**config.mk**
```make
export PLATFORM = sky130hd
export DESIGN_NAME = psw_divider
export DESIGN_NICKNAME = d
export VERILOG_FILES = /design/src/rtl/psw_pkg.sv /design/src/rtl/psw_front.sv /design/src/rtl/psw_ratio_gate.sv /design/src/rtl/psw_core.sv /design/src/rtl/psw_divider.sv
export SDC_FILE = /design/constraint.sdc
export NUM_CORES = 1
export LEC_CHECK = 0
export BUFFER_PORTS_ARGS = -buffer_cell sky130_fd_sc_hd__buf_2
export CAP_MARGIN = 20
export CORE_MARGIN = 2
export CORE_UTILIZATION = 60
export DETAILED_ROUTE_END_ITERATION = 6
export GPL_ROUTABILITY_DRIVEN = 0
export MAX_ROUTING_LAYER = met4
export PLACE_DENSITY = 0.83
export SYNTH_ARGS = -nofsm -noshare
export SYNTH_HDL_FRONTEND = slang
export SYNTH_SLANG_ARGS = --single-unit
```
**constraint.sdc**
```tcl
create_clock -name clk -period 5 [get_ports clk]
set_clock_uncertainty 0.15 [all_clocks]
set_input_delay 1 -clock clk [delete_from_list [all_inputs] [get_ports clk]]
set_output_delay 1 -clock clk [all_outputs]
set_load 0.005 [all_outputs]
```
**src/rtl/psw_pkg.sv**
```systemverilog
package psw_pkg;
  // Default geometry of the divider.
  localparam int unsigned MAIN_W    = 13;
  localparam int unsigned SWALLOW_W = 4;
  localparam int unsigned LEGAL_MIN = 240;
endpackage

```
**src/rtl/psw_front.sv**
```systemverilog
// Optional halving stage: produces the count-enable for the prescaler.
module psw_front (
  input  logic clk,
  input  logic rst_n,
  input  logic half_en,
  output logic tick
);
  logic run;
  logic phase;

  always_ff @(posedge clk) begin
    if (!rst_n) begin
      run   <= 1'b0;
      phase <= 1'b0;
    end else begin
      run   <= 1'b1;
      phase <= half_en & run & ~phase;
    end
  end

  always_comb tick = run & (~half_en | phase);
endmodule

```
**src/rtl/psw_ratio_gate.sv**
```systemverilog
// Replaces any ratio below the legal minimum with the minimum itself.
module psw_ratio_gate #(
  parameter int unsigned M_W       = 13,
  parameter int unsigned A_W       = 4,
  parameter int unsigned MIN_RATIO = 240
) (
  input  logic [M_W-1:0] m_in,
  input  logic [A_W-1:0] a_in,
  output logic [M_W-1:0] m_ok,
  output logic [A_W-1:0] a_ok
);
  localparam int unsigned N_W = M_W + A_W;
  localparam logic [N_W-1:0] MIN_N = N_W'(MIN_RATIO);

  logic [N_W-1:0] n_in;

  always_comb begin
    n_in = {m_in, a_in};
    if (n_in < MIN_N) {m_ok, a_ok} = MIN_N;
    else              {m_ok, a_ok} = n_in;
  end
endmodule

```
**src/rtl/psw_core.sv**
```systemverilog
// Dual-modulus prescaler plus main and swallow counters.
module psw_core #(
  parameter int unsigned M_W = 13,
  parameter int unsigned A_W = 4
) (
  input  logic           clk,
  input  logic           rst_n,
  input  logic           tick,
  input  logic [M_W-1:0] ld_m,
  input  logic [A_W-1:0] ld_a,
  output logic           term,
  output logic           pulse
);
  localparam int unsigned P_W = A_W + 1;
  localparam logic [P_W-1:0] LAST_LONG  = {1'b1, {A_W{1'b0}}};
  localparam logic [P_W-1:0] LAST_SHORT = {1'b0, {A_W{1'b1}}};
  localparam logic [M_W-1:0] M_ONE      = M_W'(1);

  logic [P_W-1:0] pcnt;
  logic [M_W-1:0] mcnt;
  logic [A_W-1:0] acnt;
  logic [A_W-1:0] acnt_nx;
  logic           pre_end;
  logic           primed;

  always_comb begin
    pre_end = tick && (pcnt == '0);
    term    = pre_end && (mcnt == M_ONE);
    acnt_nx = (acnt != '0) ? acnt - A_W'(1) : '0;
  end

  always_ff @(posedge clk) begin
    if (!rst_n) begin
      pcnt   <= '0;
      mcnt   <= M_ONE;
      acnt   <= '0;
      primed <= 1'b0;
      pulse  <= 1'b0;
    end else begin
      pulse <= term & primed;
      if (term) begin
        mcnt   <= ld_m;
        acnt   <= ld_a;
        pcnt   <= (ld_a != '0) ? LAST_LONG : LAST_SHORT;
        primed <= 1'b1;
      end else if (pre_end) begin
        mcnt <= mcnt - M_W'(1);
        acnt <= acnt_nx;
        pcnt <= (acnt_nx != '0) ? LAST_LONG : LAST_SHORT;
      end else if (tick) begin
        pcnt <= pcnt - P_W'(1);
      end
    end
  end
endmodule

```
**src/rtl/psw_divider.sv**
```systemverilog
module psw_divider #(
  parameter int unsigned M_W       = psw_pkg::MAIN_W,
  parameter int unsigned A_W       = psw_pkg::SWALLOW_W,
  parameter int unsigned MIN_RATIO = psw_pkg::LEGAL_MIN
) (
  input  logic           clk,
  input  logic           rst_n,
  input  logic           half_en,
  input  logic [M_W-1:0] ratio_m,
  input  logic [A_W-1:0] ratio_a,
  output logic           ratio_take,
  output logic           div_pulse
);
  logic           tick;
  logic [M_W-1:0] m_ok;
  logic [A_W-1:0] a_ok;

  psw_front u_front (
    .clk     (clk),
    .rst_n   (rst_n),
    .half_en (half_en),
    .tick    (tick)
  );

  psw_ratio_gate #(.M_W(M_W), .A_W(A_W), .MIN_RATIO(MIN_RATIO)) u_gate (
    .m_in (ratio_m),
    .a_in (ratio_a),
    .m_ok (m_ok),
    .a_ok (a_ok)
  );

  psw_core #(.M_W(M_W), .A_W(A_W)) u_core (
    .clk   (clk),
    .rst_n (rst_n),
    .tick  (tick),
    .ld_m  (m_ok),
    .ld_a  (a_ok),
    .term  (ratio_take),
    .pulse (div_pulse)
  );
endmodule

```
== Word-level counts from Yosys, hierarchy flattened ==
Index checks and enable logic that the tools add are counted.
Storage, ports and cells
  bits of input ports: 20
  bits in registers: 26
  word-level logic and storage cells: 40
  output and inout port bits: 2
Cells by class
  reduce and logical (&&, ||, !) cells: 8
  add/sub/neg operators: 3
  bitwise logic cells: 7
  magnitude comparators: 1
  multiplexer cells: 13
  equality and inequality tests: 1
Operators by type and width (count)
  two-way mux 13 bit: 3
  two-way mux 5 bit: 5
  < comparator 17 x 8 -> 1 bit, second input constant: 1
  two-way mux 4 bit: 4
  equality test 13 x 1 -> 1 bit, second input constant: 1
  subtractor 13 x 1 -> 13 bit, second input constant: 1
  nonzero test 4 bit: 3
  logical NOT 5 bit: 1
  subtractor 5 x 1 -> 5 bit, second input constant: 1
  AND 1 bit: 4
  subtractor 4 x 1 -> 4 bit, second input constant: 1
  nonzero test 3 bit: 1
  logical AND 1 bit: 2
  NOT 1 bit: 2
  nonzero test 2 bit: 1
  two-way mux 1 bit: 1
  OR 1 bit: 1

== Logic depth before layout (Yosys ltp) ==
Gate-level depths: netlist (run 1).
  depth after elaboration: 6
  depth in mapped cells: 8
  gate-level depth less buffers: 8

== Hierarchy ==
A second synthesis (run 1) with hierarchy kept.
Unflattened totals
  cells, all modules: 193
  area total of the unflattened synthesis: 1634.1 sq um
Modules (own cells, without submodules)
  psw_core: seq. area each 480.5 sq um, instances 1, cells an instance 163, area each 1407.6 sq um
  psw_ratio_gate: seq. area each 0.0 sq um, instances 1, cells an instance 25, area each 166.4 sq um
  psw_front: seq. area each 40.0 sq um, instances 1, cells an instance 5, area each 60.1 sq um

== Worst setup path before layout (run 1) ==
OpenSTA, ideal clock, no wires.
  kind: input -> output
  start point: input port half_en
  end point: output port ratio_take
  data arrival time: 1753 ps
  required time: 3850 ps
  path buffers: 1
  stages: 5
  path slack: 2097 ps
  cells stage by stage: nand2b_1 and2_1 buf_1 nand3_1 inv_1
On the way
  cells in the longest elaborated chain, start to end: 5
RTL lines
  start: declaration: RTL line psw_divider.sv:8  | input logic half_en,
  NOT 1 bit: RTL line psw_front.sv:21  | always_comb tick = run & (~half_en | phase);
  OR 1 bit: RTL line psw_front.sv:21
  AND 1 bit: RTL line psw_front.sv:21
  logical AND 1 bit: RTL line psw_core.sv:27  | pre_end = tick && (pcnt == '0);
  logical AND 1 bit: RTL line psw_core.sv:28  | term = pre_end && (mcnt == M_ONE);
  end: declaration: RTL line psw_divider.sv:11  | output logic ratio_take,
Every way passes these cells.

== Worst setup path in the final report (run 1) ==
  start point: register u_core.mcnt[1]
  end point: output port ratio_take
On the way
  cells in the longest elaborated chain, start to end: 2
RTL lines
  start: declaration: RTL line psw_core.sv:20  | logic [M_W-1:0] mcnt;
  start signal: assignment: RTL line psw_core.sv:42  | mcnt <= ld_m;
  start signal: assignment: RTL line psw_core.sv:47  | mcnt <= mcnt - M_W'(1);
  equality test 13 x 1 -> 1 bit: RTL line psw_core.sv:28
  logical AND 1 bit: RTL line psw_core.sv:28
Every way passes these cells.

==> results of run 1 <==
## power by group
group	total [W]	switching, W	leakage [nW]	internal [W]
Combinational	0.000304	0.000196	0.409	0.000108
Clock	0.000112	0.0000677	0.0210	0.0000447
Sequential	0.000259	0.0000276	0.212	0.000232
## flip-flops by register name, indices dropped and copies added (netlist names)
name and cells:
u_core.mcnt 13, u_core.pcnt 5, u_core.acnt 4, u_core.primed 1, u_core.pulse 1, u_front.phase 1
u_front.run 1
## routing by layer
metal,global-route usage (%),vias to the layer above
met5,-,-
met4,11.1,0
met3,3.89,11
met2,48.6,86
met1,39.0,706
li1,-,770
## stage by stage
stage / utilization (%) / cells
final: 71.6 / 239
after global routing: 71.6 / 239
after CTS: 71.6 / 239
after detailed placement: 70.0 / 235
after global placement: 70.0 / 235
after floorplan: - / 193
## cells by family (layout without fill, tap and decap cells)
| family | count (synthesis) | in the layout |
|---|---|---|
| xor gates and xnor gates | 1 | 1 |
| AOI/OAI and AO/OA | 66 | 66 |
| and+or+nand+nor | 79 | 79 |
| buffers and inverters | 17 | 35 |
| muxes | 1 | 1 |
| DFF | 26 | 26 |
| adders and majority gates | 3 | 3 |
## area by class of cell
cell class | count | area share (%)
clock buffer | 4 | 2.23
inverter | 10 | 2.30
multi-input combinational | 150 | 54.9
sequential | 26 | 32.0
tap | 28 | 2.15
timing repair buffer | 21 | 6.45
## worst paths after layout
check	endpoint	startpoint	cells after the start	slack, ps
setup / recovery	ratio_take	u_core.mcnt[1]	7	1270
hold / removal	u_core.primed	u_core.primed	2	330
setup reg to reg	u_core.pcnt[3]	u_core.mcnt[3]	5	2160
hold reg to reg	u_core.primed	u_core.primed	2	330
## worst register-to-register path, cell delays in order (launching register included)
cell      delay [ps]
dfxtp_1          400
nor4_1           620
nand4b_1         790
a21oi_1          420
a21oi_1           90
o221a_2          280
## cells in the mapped netlist, drive strengths merged (2+ instances only)
library cell  count
or3               3
nand2b            3
nor2             17
or2               2
clkbuf            5
nand2            16
nand3             7
a311oi            2
nand4             2
nor3             10
a21oi            22
and4b             2
o311ai            2
or4               2
a31oi             4
ha                3
inv               9
o22ai             3
nor4              6
o21ai            17
o221a             4
dfxtp            26
and3              3
a21o              3
buf               2
==> results.md, run 1 <==
- The first-pass GRT wire length is roughly 6000 um.
- The dominant synthesized flop cell is dfxtp_1.
- The fraction of synthesis flops using an asynchronous set or reset pin is 0%.
- The run finished with clean final reports.
- Along the worst path, the maximum fanout reaches 11.
- Sorting the synthesized cells by area gives the leading types as dfxtp_1 (35%), a21oi_1 (7.4%), o21ai_0 (5.7%).
- The post-synthesis instance area is between 1000 and 1500 sq um.
- The remaining routing DRC violations is 0.
- The estimated wirelength of the detail-placed design is 2730 um.
- The die width is ~54 um.
- Sequential elements use 35.2% of the synthesized area.
- Dividing the detail-routed wire length by the instance count gives approximately 16 um.
- After technology mapping, the gate count stands at 193.
- In the final design database the tool counted 235 nets.
- By area, the combinational part of the netlist is dominated by simple AND/OR/NAND/NOR gates.
- The number of nets in the synthesized netlist is 216.
- Summing over every cut layer, the via total after detailed routing is 1573.
- The kind of path behind the tightest hold check is reg2reg.
- In this run the static leakage power is about 0.64 nW.
- The count of input and output buffers is 21.
- The synthesized netlist devotes under 10% of its cell area to adder and majority cells.
- The clock net sink count is 26.
- Buffers inserted during clock tree synthesis total 3.
- The floorplan has 17 rows.
- Pin placement for this block handled 22 I/O pins.
- The area inside the core boundary is around 2300 sq um.
- The post-cts hold buffer count is 0.
- The total negative slack is 0 ps.
- The highest metal layer carrying signal wires in the routed design is met4.
- The worst-case IR drop observed on VDD is 0.276 mV.
- The buffers plus inverters on the worst setup path is 3.
- The wire length on met1 is 1670 um.
- The initial core utilization is 65.0%.
- The worst setup path is captured at an output pin.
- The number of enable-type register cells in the synthesized netlist is 0.
- The post-synthesis cell type count is 47.
- The finished cells cover 1630 sq um.
- The share of the cycle needed by the critical path after routing is 74.5%.
- The kind of launch point of the worst setup path is a flop.
- In the layout the commonest cells are dfxtp_1 (26), a21oi_1 (22), buf_2 (21).
- Using the TritonRoute via totals, the vias-per-cell ratio works out to 6.58.
- Setup slack closes at 1270 ps.
- The fraction of post-synthesis cell area in the top cell type by area is 35.2%.
- The post-CTS setup buffer count is 0.
- The die is 53.7 um tall.
- The required time of the worst setup path is 3850 ps.
- Global routing consumed, over all layers together, between 30 and 40% of the routing resources.
- The routed length on met2 is 1720 um.
- After Yosys synthesis, and, or, nand and nor cells account for between 20% and 30% of the synthesized area.
- The Yosys step of the flow raised 0 warnings.
- The number of violations of the max-capacitance limit is 0.
- The count of state elements after synthesis is 26.
- For this design the ratio of total power to cell area is approximately 410 nW/um^2.
- The tightest hold path in the finished design has a slack of 335 ps.
- The complex-gate fraction of the synthesized area is between 20% and 30%.
- Clock latency on the worst-skew pair, taken at its later pin, is 330 ps.
- The final wirelength is ~3800 um.
- The first detailed-routing pass ran for 5 iterations.
- The global-route congestion overflow total is 0.
- 0 antenna diodes ended up in the layout.
- CTS built an H-tree with a depth of 1.
- The quantity of gates resized following cts is 0.
- By startpoint and endpoint, the worst setup path is classified as reg2out.
- The count of endpoints failing hold in the final timing report is 0.
- The number of antenna violations at the first check in global routing is 0.
- At the pin with the least slew margin, the transition time is 963 ps.
- Setup repair after global routing left no endpoint under its margin.
- The most common library cell in the layout ignoring fill and taps is dfxtp_1.
- The final setup violation count is 0.
- The worst path in the final design needs a cycle of 3730 ps, including I/O delays and setup.
- The buffer depth of the longest clock path is 2.
- The count of filler cells inserted in the layout is between 150 and 200.
- The placement-stage worst setup slack is 1700 ps.
- After layout, the design draws a total of 0.000676 W.
- The starting DRC count in detailed routing is 92.
- The met3 wirelength from detailed routing is 284 um.
- Based on the critical path, the design can be clocked at up to 268 MHz.
- The number of pins exceeding their max-slew limit in the final report is 0.
- The multiplexer share of the synthesized area is 0.676%.
- In this run the tightest slew margin relative to its limit is 35.6%.
- The mean area per synthesized cell is approximately 7.7 sq um.
- Data arrives at the worst endpoint at 2580 ps.
- The sequential cells in the finished layout cover a total of roughly 520 sq um.
- The cell sitting at the root of the clock tree is a clkbuf_4.
- The standard cell area after detailed placement is 1590 sq um.
- Compared with the post-synthesis result, the final layout area differs by 10.1%.
- The post-route antenna net violation count is 0.
- Counting stages on the worst path, the most repeated cell is inv_1.
- The largest single stage delay on the critical path is around 520 ps.
- The clock edge transition at the registers on the reported setup and hold paths is 150 ps.
- The largest individual stage delay along the critical path comes from the cell and4b_1.
- Entering global routing, the biggest net connects 27 pins.
- Among cell families on the critical path, the largest total delay comes from simple AND/OR/NAND/NOR gates.
- The critical path goes through inv_1, ha_1, nor3b_1, and4b_1, nand3_1, inv_1, buf_2.
- Summing all multi-input logic gate instances after layout gives 895 sq um.
- The via count of the first global-routing pass came to 1402.
- The area of the die is 2880 sq um.
- The biggest area contributor in the post-synthesis netlist is dfxtp_1.
- The TritonCTS clock tree is yes.
- The fraction of final layout cells sized beyond drive strength 1 is 16.6%.
- After Yosys synthesis, XOR and XNOR cells account for 0.592% of the synthesized area.
Note: power is estimated with default switching activity, not from simulation.
==> run 2, diff against run 1 <==
--- a/config.mk
+++ b/config.mk
@@ -8,11 +8,11 @@
 export BUFFER_PORTS_ARGS = -buffer_cell sky130_fd_sc_hd__buf_2
 export CAP_MARGIN = 20
 export CORE_MARGIN = 2
-export CORE_UTILIZATION = 60
+export CORE_UTILIZATION = 56
 export DETAILED_ROUTE_END_ITERATION = 6
 export GPL_ROUTABILITY_DRIVEN = 0
 export MAX_ROUTING_LAYER = met4
-export PLACE_DENSITY = 0.83
+export PLACE_DENSITY = 0.79
 export SYNTH_ARGS = -nofsm -noshare
 export SYNTH_HDL_FRONTEND = slang
 export SYNTH_SLANG_ARGS = --single-unit
==> constraint.sdc (replaced) <==
create_clock -name clk -period 3.89 [get_ports clk]
set_clock_uncertainty 0.15 [all_clocks]
set_input_delay 0.778 -clock clk [delete_from_list [all_inputs] [get_ports clk]]
set_output_delay 0.778 -clock clk [all_outputs]
set_load 0.005 [all_outputs]
==> run 2 against run 1 <==
Compared with the run above: hold slack better by 4.4 ps; cell area grew 1.6%; combinational power up 32%; clock-buffer cell count is 1 lower; via count is 0.19% higher; die area increased by 6.6%; clock power grew 71%; cell count is 1.3% higher; flip-flop and latch count did not move; global-route usage shrank 3.6 points; power up 37%; worst setup slack lost 960 ps.
==> results.md, run 2 (synthesized netlist as in run 1, its figures left out) <==
- The via count of the first global-routing pass is 1408 (was 1402).
- The storage element area is 520 sq um (unchanged).
- The worst-path cell with the longest stage delay is and4b_1 (unchanged).
- The number of antenna violations at the first check in global routing came to 0 (unchanged).
- The number of violations of the max-capacitance limit is 0 (unchanged).
- The area of the die was 3070 sq um (was 2880 sq um).
- The remaining routing DRC violations came to 0 (unchanged).
- The per-cell via count in the routed design is 6.51 (was 6.58).
- The most common library cell in the layout ignoring fill and taps is dfxtp_1 (unchanged).
- The TritonCTS clock tree is yes (unchanged).
- The kind of launch point of the worst setup path is a flop (unchanged).
- The boundary pin count is 22 (unchanged).
- The area of all placed cells without fillers is 1660 sq um (was 1630 sq um).
- The total negative slack is 0 ps (unchanged).
- The startpoint of the most critical register-to-register path is u_core.mcnt[0] (was u_core.mcnt[3]).
- The register bank with the most flops is u_core.mcnt (unchanged).
- The maximum net fanout on the critical path is 11 (unchanged).
- The final wirelength was 4010 um (was 3750 um).
- The final setup violation count was 0 (unchanged).
- The number of pins exceeding their max-slew limit in the final report was 0 (unchanged).
- The cell family contributing the most delay on the critical path is simple AND/OR/NAND/NOR gates (unchanged).
- The starting DRC count in detailed routing is 108 (was 92).
- The clock edge transition at the registers on the reported setup and hold paths is 160 ps (was 150 ps).
- The count of input and output buffers was 21 (unchanged).
- The worst-case register-to-register setup slack was 1040 ps (was 2160 ps).
- The die width was 55.4 um (was 53.7 um).
- The placement-stage worst setup slack came to 816 ps (was 1700 ps).
- The depth of the critical timing path with buffers and inverters included is 6 (was 7).
- The area inside the core boundary is 2500 sq um (was 2280 sq um).
- Most frequent cells in the layout: dfxtp_1 (26), a21oi_1 (22), buf_2 (21) (unchanged).
- After layout, the worst path uses 91.8% of the clock period.
- The ratio of total power to cell area came to 560 nW/um^2 (was 415 nW/um^2).
- The global-route congestion overflow total came to 0 (unchanged).
- The type of the setup path with the least slack is reg2out (unchanged).
- The leakage component of the power is 0.653 nW (was 0.642 nW).
- The total via count in the routed design is 1576 (was 1573).
- The clock tree root driver cell is clkbuf_4 (unchanged).
- The fraction of final layout cells sized beyond drive strength 1 is 17.0% (was 16.6%).
- The number of cell instances on the worst register-to-register path came to 6 (was 5).
- RSZ-0062 raised after global routing: false (unchanged).
- The required time of the worst setup path came to 2960 ps (was 3850 ps).
- The stage delay of the slowest cell on the critical path is 550 ps (was 520 ps).
- The peak supply drop is 0.511 mV (was 0.276 mV).
- The number of iterations in the first detailed-routing pass is 5 (unchanged).
- Largest registers ranked by flip-flop count: u_core.mcnt: 13 flops, u_core.pcnt: 5 flops, u_core.acnt: 4 flops (unchanged).
- The count of filler cells inserted in the layout is 216 (was 173).
- The post-cts hold buffer count is 0 (unchanged).
- The kind of path behind the tightest hold check is reg2reg (unchanged).
- The estimated wirelength of the detail-placed design is 2830 um (was 2730 um).
- The core utilization of the finished layout was 66.2% (was 71.6%).
- The max-slew headroom at the worst pin is 48.1% (was 35.6%).
- The initial core utilization was 59.2% (was 65.0%).
- The number of antenna repair diodes is 0 (unchanged).
- The critical path capture point is ratio_take (unchanged).
- The global-route usage over all layers is 26.7% (was 30.3%).
- The post-route antenna net violation count is 0 (unchanged).
- The insertion delay to the later sink of the worst-skew pair is 330 ps (about the same).
- The number of flip-flops under the largest register name was 13 (unchanged).
- The clock net sink count came to 26 (unchanged).
- The quantity of gates resized following cts was 0 (unchanged).
- After layout, the minimum clock period comes to between 3000 and 4000 ps.
- The worst setup path startpoint is u_core.mcnt[0] (was u_core.mcnt[1]).
- The transition time at the pin with the least slew margin is 774 ps (was 963 ps).
- The overall power came to 0.000927 W (was 0.000676 W).
- Result of the run: completed (unchanged).
- The post-CTS setup buffer count was 0 (unchanged).
- The data arrival at the endpoint of the critical path came to 2640 ps (was 2580 ps).
- The count of endpoints failing hold in the final timing report is 0 (unchanged).
- The timing-limited maximum frequency is 280 MHz.
- The relative area change from synthesis to final layout is 11.8% (was 10.1%).
- The number of placement rows is 18 (was 17).
- The number of levels in the clock H-tree is 1 (unchanged).
- The TritonCTS buffer count came to 3 (unchanged).
- The mean routed wirelength per cell is 16.6 um (was 15.7 um).
- The layout net count is 236 (was 235).
- The standard cell area after detailed placement is 1600 sq um (was 1590 sq um).
- The smallest setup slack after layout was 319 ps (was 1270 ps).
- The first-pass GRT wire length is 6470 um (was 6180 um).
- Ordered cell list for the critical path: ha_1, nor3b_1, and4b_1, nand3_1, inv_1, buf_2 (was inv_1, ha_1, nor3b_1, and4b_1, nand3_1, inv_1, buf_2).
- The sort of element at the end of the critical path is an output pin (unchanged).
- The reg-to-reg critical path endpoint is u_core.pcnt[4] (was u_core.pcnt[3]).
- The overall die height is 55.4 um (was 53.7 um).
- The buffer depth of the longest clock path came to 2 (unchanged).
- The buffers plus inverters on the worst setup path came to 2 (was 3).
- The footprint of the multi-input gates is 895 sq um (unchanged).
- The pin count of the biggest net entering global routing is 27 (unchanged).
==> run 2: area by class of cell <==
class	instances	share of cell area [%]
clock buffer	3	1.36
clock inverter	1	1.81
inverter	10	2.27
multi-input combinational	150	54.0
sequential	26	31.4
tap	30	2.27
timing repair buffer	22	6.80
==> run 2: power by group <==
part | leakage [nW] | total (W) | switching [W] | internal, W
logic | 0.413 | 0.000402 | 0.000262 | 0.000140
registers | 0.212 | 0.000333 | 0.0000351 | 0.000298
clock network | 0.0279 | 0.000192 | 0.0000881 | 0.000104
==> run 2: layer usage <==
layer / routed length, um / share of wire, % / vias up / GRT usage (%)
li1: - / - / 762 / -
met5: 0 / 0 / - / -
met4: 114 / 2.8 / 0 / 10.8
met1: 1710 / 43 / 711 / 35.9
met3: 329 / 8.2 / 15 / 3.51
met2: 1860 / 46 / 88 / 40.6
==> run 2: worst min path at each step <==
stage	start	endpoint	slack, ps	cells after the start
4_1_cts	u_core.acnt[1]	u_core.acnt[1]	340	2
6_report	u_front.run	u_front.phase	340	2
5_1_grt	u_core.acnt[1]	u_core.acnt[1]	350	2
3_5_place_dp	u_core.primed	u_core.primed	320	2
3_3_place_gp	u_core.primed	u_core.primed	300	2
2_1_floorplan	u_core.primed	u_core.primed	280	2
==> run 2: worst min-delay path: stages, from the launching register on <==
cell and delay, ps:
dfxtp_1 370, nand2_1 70, nor2_1 30
==> run 2: through the flow <==
stage | hold WS [ps] | std cells
floorplan | 282 | 193
global placement | 302 | 238
detailed placement | 316 | 238
CTS | 338 | 242
global route | 348 | 242
finish | 339 | 242
==> run 3, diff against run 2 <==
--- a/config.mk
+++ b/config.mk
@@ -8,11 +8,13 @@
 export BUFFER_PORTS_ARGS = -buffer_cell sky130_fd_sc_hd__buf_2
 export CAP_MARGIN = 20
 export CORE_MARGIN = 2
-export CORE_UTILIZATION = 56
+export CORE_UTILIZATION = 58
+export CTS_BUF_LIST = sky130_fd_sc_hd__clkbuf_2 sky130_fd_sc_hd__clkbuf_4 sky130_fd_sc_hd__clkbuf_8
 export DETAILED_ROUTE_END_ITERATION = 6
 export GPL_ROUTABILITY_DRIVEN = 0
+export GPL_TIMING_DRIVEN = 1
 export MAX_ROUTING_LAYER = met4
-export PLACE_DENSITY = 0.79
+export PLACE_DENSITY = 0.83
 export SYNTH_ARGS = -nofsm -noshare
 export SYNTH_HDL_FRONTEND = slang
 export SYNTH_SLANG_ARGS = --single-unit
==> run 3 against run 2 <==
Compared with the run above: largest power group unchanged; critical endpoint unchanged; clock-buffer cell count is the same; worst setup slack improved by 110 ps; routed wire length is 5.4% lower; hold slack got worse by 10 ps; first-iteration DRC count down 32%; register-to-register slack improved by 40 ps; power fell by 9.5%; sequential share of layout area rose by 0.58 points; cell count fell by 0.41%; core utilization is essentially flat; via count decreased by 0.44%.
==> results.md, run 3 (synthesized netlist as in run 1, its figures left out) <==
- The part of the total power dissipated in sequential elements was 39.7% (was 35.9%).
- The overall power is 0.000839 W (was 0.000927 W).
- The initial core utilization came to 60.3% (was 59.2%).
- The max-slew headroom at the worst pin is 46.9% (was 48.1%).
- The global-route congestion overflow total is 0 (unchanged).
- The layout net count was 236 (unchanged).
- The fraction of final layout cells sized beyond drive strength 1 is 16.6% (was 17.0%).
- The type of the setup path with the least slack is reg2out (unchanged).
- The standard cell area after detailed placement is 1600 sq um (unchanged).
- The quantity of gates resized following cts was 0 (unchanged).
- The number of placed instances with taps included is 238 (unchanged).
- The data arrival at the endpoint of the critical path was 2530 ps (was 2640 ps).
- Largest registers ranked by flip-flop count: u_core.mcnt: 13 flops, u_core.pcnt: 5 flops, u_core.acnt: 4 flops (unchanged).
- The relative area change from synthesis to final layout is 9.81% (was 11.8%).
- Result of the run: completed (unchanged).
- The ratio of total power to cell area is 517 nW/um^2 (was 560 nW/um^2).
- The final non-filler cell total was 241 (was 242).
- The post-cts hold buffer count was 0 (unchanged).
- The internal power consumption is 0.000474 W (was 0.000542 W).
- The sort of element at the end of the critical path is an output pin (unchanged).
- The number of antenna repair diodes is 0 (unchanged).
- RSZ-0062 raised after global routing: false (unchanged).
- The total negative slack came to 0 ps (unchanged).
- The final setup violation count was 0 (unchanged).
- The remaining routing DRC violations is 0 (unchanged).
- The first-pass GRT wire length is 6350 um (was 6470 um).
- The register bank with the most flops is u_core.mcnt (unchanged).
- The worst-case register-to-register setup slack is 1080 ps (was 1040 ps).
- The shortest clock period the worst path allows after layout came to 3460 ps (was 3570 ps).
- The count of filler cells inserted in the layout was 224 (was 216).
- The post-route antenna net violation count is 0 (unchanged).
- The via count of the first global-routing pass is 1432 (was 1408).
- The estimated wirelength of the detail-placed design is 2780 um (was 2830 um).
- The timing-limited maximum frequency is 289 MHz (was 280 MHz).
- The area inside the core boundary is 2450 sq um (was 2500 sq um).
- The global-route usage over all layers is 30.4% (was 26.7%).
- The TritonCTS buffer count was 3 (unchanged).
- The pin count of the biggest net entering global routing is 27 (unchanged).
- The maximum net fanout on the critical path is 11 (unchanged).
- The share of the cycle needed by the critical path after routing is 88.9% (was 91.8%).
- The number of cell instances on the worst register-to-register path came to 6 (unchanged).
- The startpoint of the most critical register-to-register path is u_core.mcnt[0] (unchanged).
- The number of placement rows was 18 (unchanged).
- The number of flip-flops under the largest register name is 13 (unchanged).
- The transition time at the pin with the least slew margin was 793 ps (was 774 ps).
- The clock net sink count is 26 (unchanged).
- The mean routed wirelength per cell was 15.7 um (was 16.6 um).
- The die width was 54.5 um (was 55.4 um).
- The buffer depth of the longest clock path is 2 (unchanged).
- The critical path capture point is ratio_take (unchanged).
- The required time of the worst setup path was 2960 ps (about the same).
- Most frequent cells in the layout: dfxtp_1 (26), a21oi_1 (22), buf_2 (21) (unchanged).
- The total net switching power is 0.000365 W (was 0.000385 W).
- The final wirelength is 3790 um (was 4010 um).
- The number of violations of the max-capacitance limit is 0 (unchanged).
- The worst setup path startpoint is u_core.mcnt[0] (unchanged).
- The placement-stage worst setup slack is 838 ps (was 816 ps).
- The number of pins exceeding their max-slew limit in the final report came to 0 (unchanged).
- The area of the die is 2970 sq um (was 3070 sq um).
- The proportion of power drawn by the clock network is 13.6% (was 20.7%).
- The number of iterations in the first detailed-routing pass was 4 (was 5).
- The clock edge transition at the registers on the reported setup and hold paths is 130 ps (was 160 ps).
- The count of endpoints failing hold in the final timing report is 0 (unchanged).
- The number of antenna violations at the first check in global routing was 0 (unchanged).
- The share of total power consumed by net switching was 43.5% (was 41.5%).
- The TritonCTS clock tree was yes (unchanged).
- The number of cells traversed by the worst hold path came to 2 (unchanged).
- The fraction of power consumed by combinational cells is 46.7% (was 43.3%).
- The post-CTS setup buffer count is 0 (unchanged).
- The kind of path behind the tightest hold check is reg2reg (unchanged).
- The peak supply drop is 0.514 mV (was 0.511 mV).
- The reg-to-reg critical path endpoint is u_core.pcnt[4] (unchanged).
- The count of input and output buffers is 21 (unchanged).
- The smallest setup slack after layout was 431 ps (was 319 ps).
- The per-cell via count in the routed design is 6.51 (about the same).
- The overall die height is 54.5 um (was 55.4 um).
- The area of all placed cells without fillers is 1630 sq um (was 1660 sq um).
- The clock tree root driver cell is clkbuf_4 (unchanged).
- The most common library cell in the layout ignoring fill and taps is dfxtp_1 (unchanged).
- The insertion delay to the later sink of the worst-skew pair came to 320 ps (was 330 ps).
- The leakage component of the power is 0.639 nW (was 0.653 nW).
- The number of levels in the clock H-tree is 1 (unchanged).
- The kind of launch point of the worst setup path is a flop (unchanged).
- The starting DRC count in detailed routing is 73 (was 108).
- The boundary pin count is 22 (unchanged).
- The total via count in the routed design is 1569 (was 1576).
- The hold path startpoint is u_core.primed (was u_front.run).
run 3: cell types whose count changed in the layout (fill, tap and decap cells not counted):
cell | previous run | this run
bufinv_16 | 1 | 0
run 3: per-layer routing:
layer  share of wire, %  GRT usage (%)  vias up
met3                7.8           5.74        8
met1                 43           38.0      729
li1                   -              -      765
met5                  0              -        -
met4                1.2           12.1        0
met2                 48           48.4       67
run 3: final cells by class:
type                            instances  area, sq um  area share (%)
Clock buffer                            3         22.5            1.39
Inverter                               10         37.5            2.31
Timing Repair Buffer                   22          113            6.93
Multi-Input combinational cell        150          895            55.0
Tap cell                               30         37.5            2.31
Sequential cell                        26          520            32.0
run 3: critical path, cell delays in order (launching register included):
cell and delay, ps:
dfxtp_1 430, ha_1 160, nor3b_1 470, and4b_1 520, nand3_1 260, inv_1 230
buf_2 150
run 3: stage by stage:
step	util (%)	hold slack, ps
floorplan	-	282
global placement	65.3	298
detailed placement	65.3	301
CTS	66.2	333
global route	66.2	354
finish	66.2	329
run 3: power groups by stage:
stage	Combinational (W)	Sequential, W	Clock, W
after floorplan	0.000303	0.000329	0
after global placement	0.000368	0.000335	0
after detailed placement	0.000380	0.000338	0
after CTS	0.000383	0.000332	0.000118
after global routing	0.000439	0.000338	0.000131
final	0.000392	0.000333	0.000114
run 3: worst min path at each step:
stage                     end  slack, ps
2_1_floorplan   u_core.primed        280
3_3_place_gp    u_core.primed        300
3_5_place_dp    u_core.primed        300
4_1_cts         u_core.primed        330
5_1_grt        u_core.acnt[1]        350
6_report        u_core.primed        330
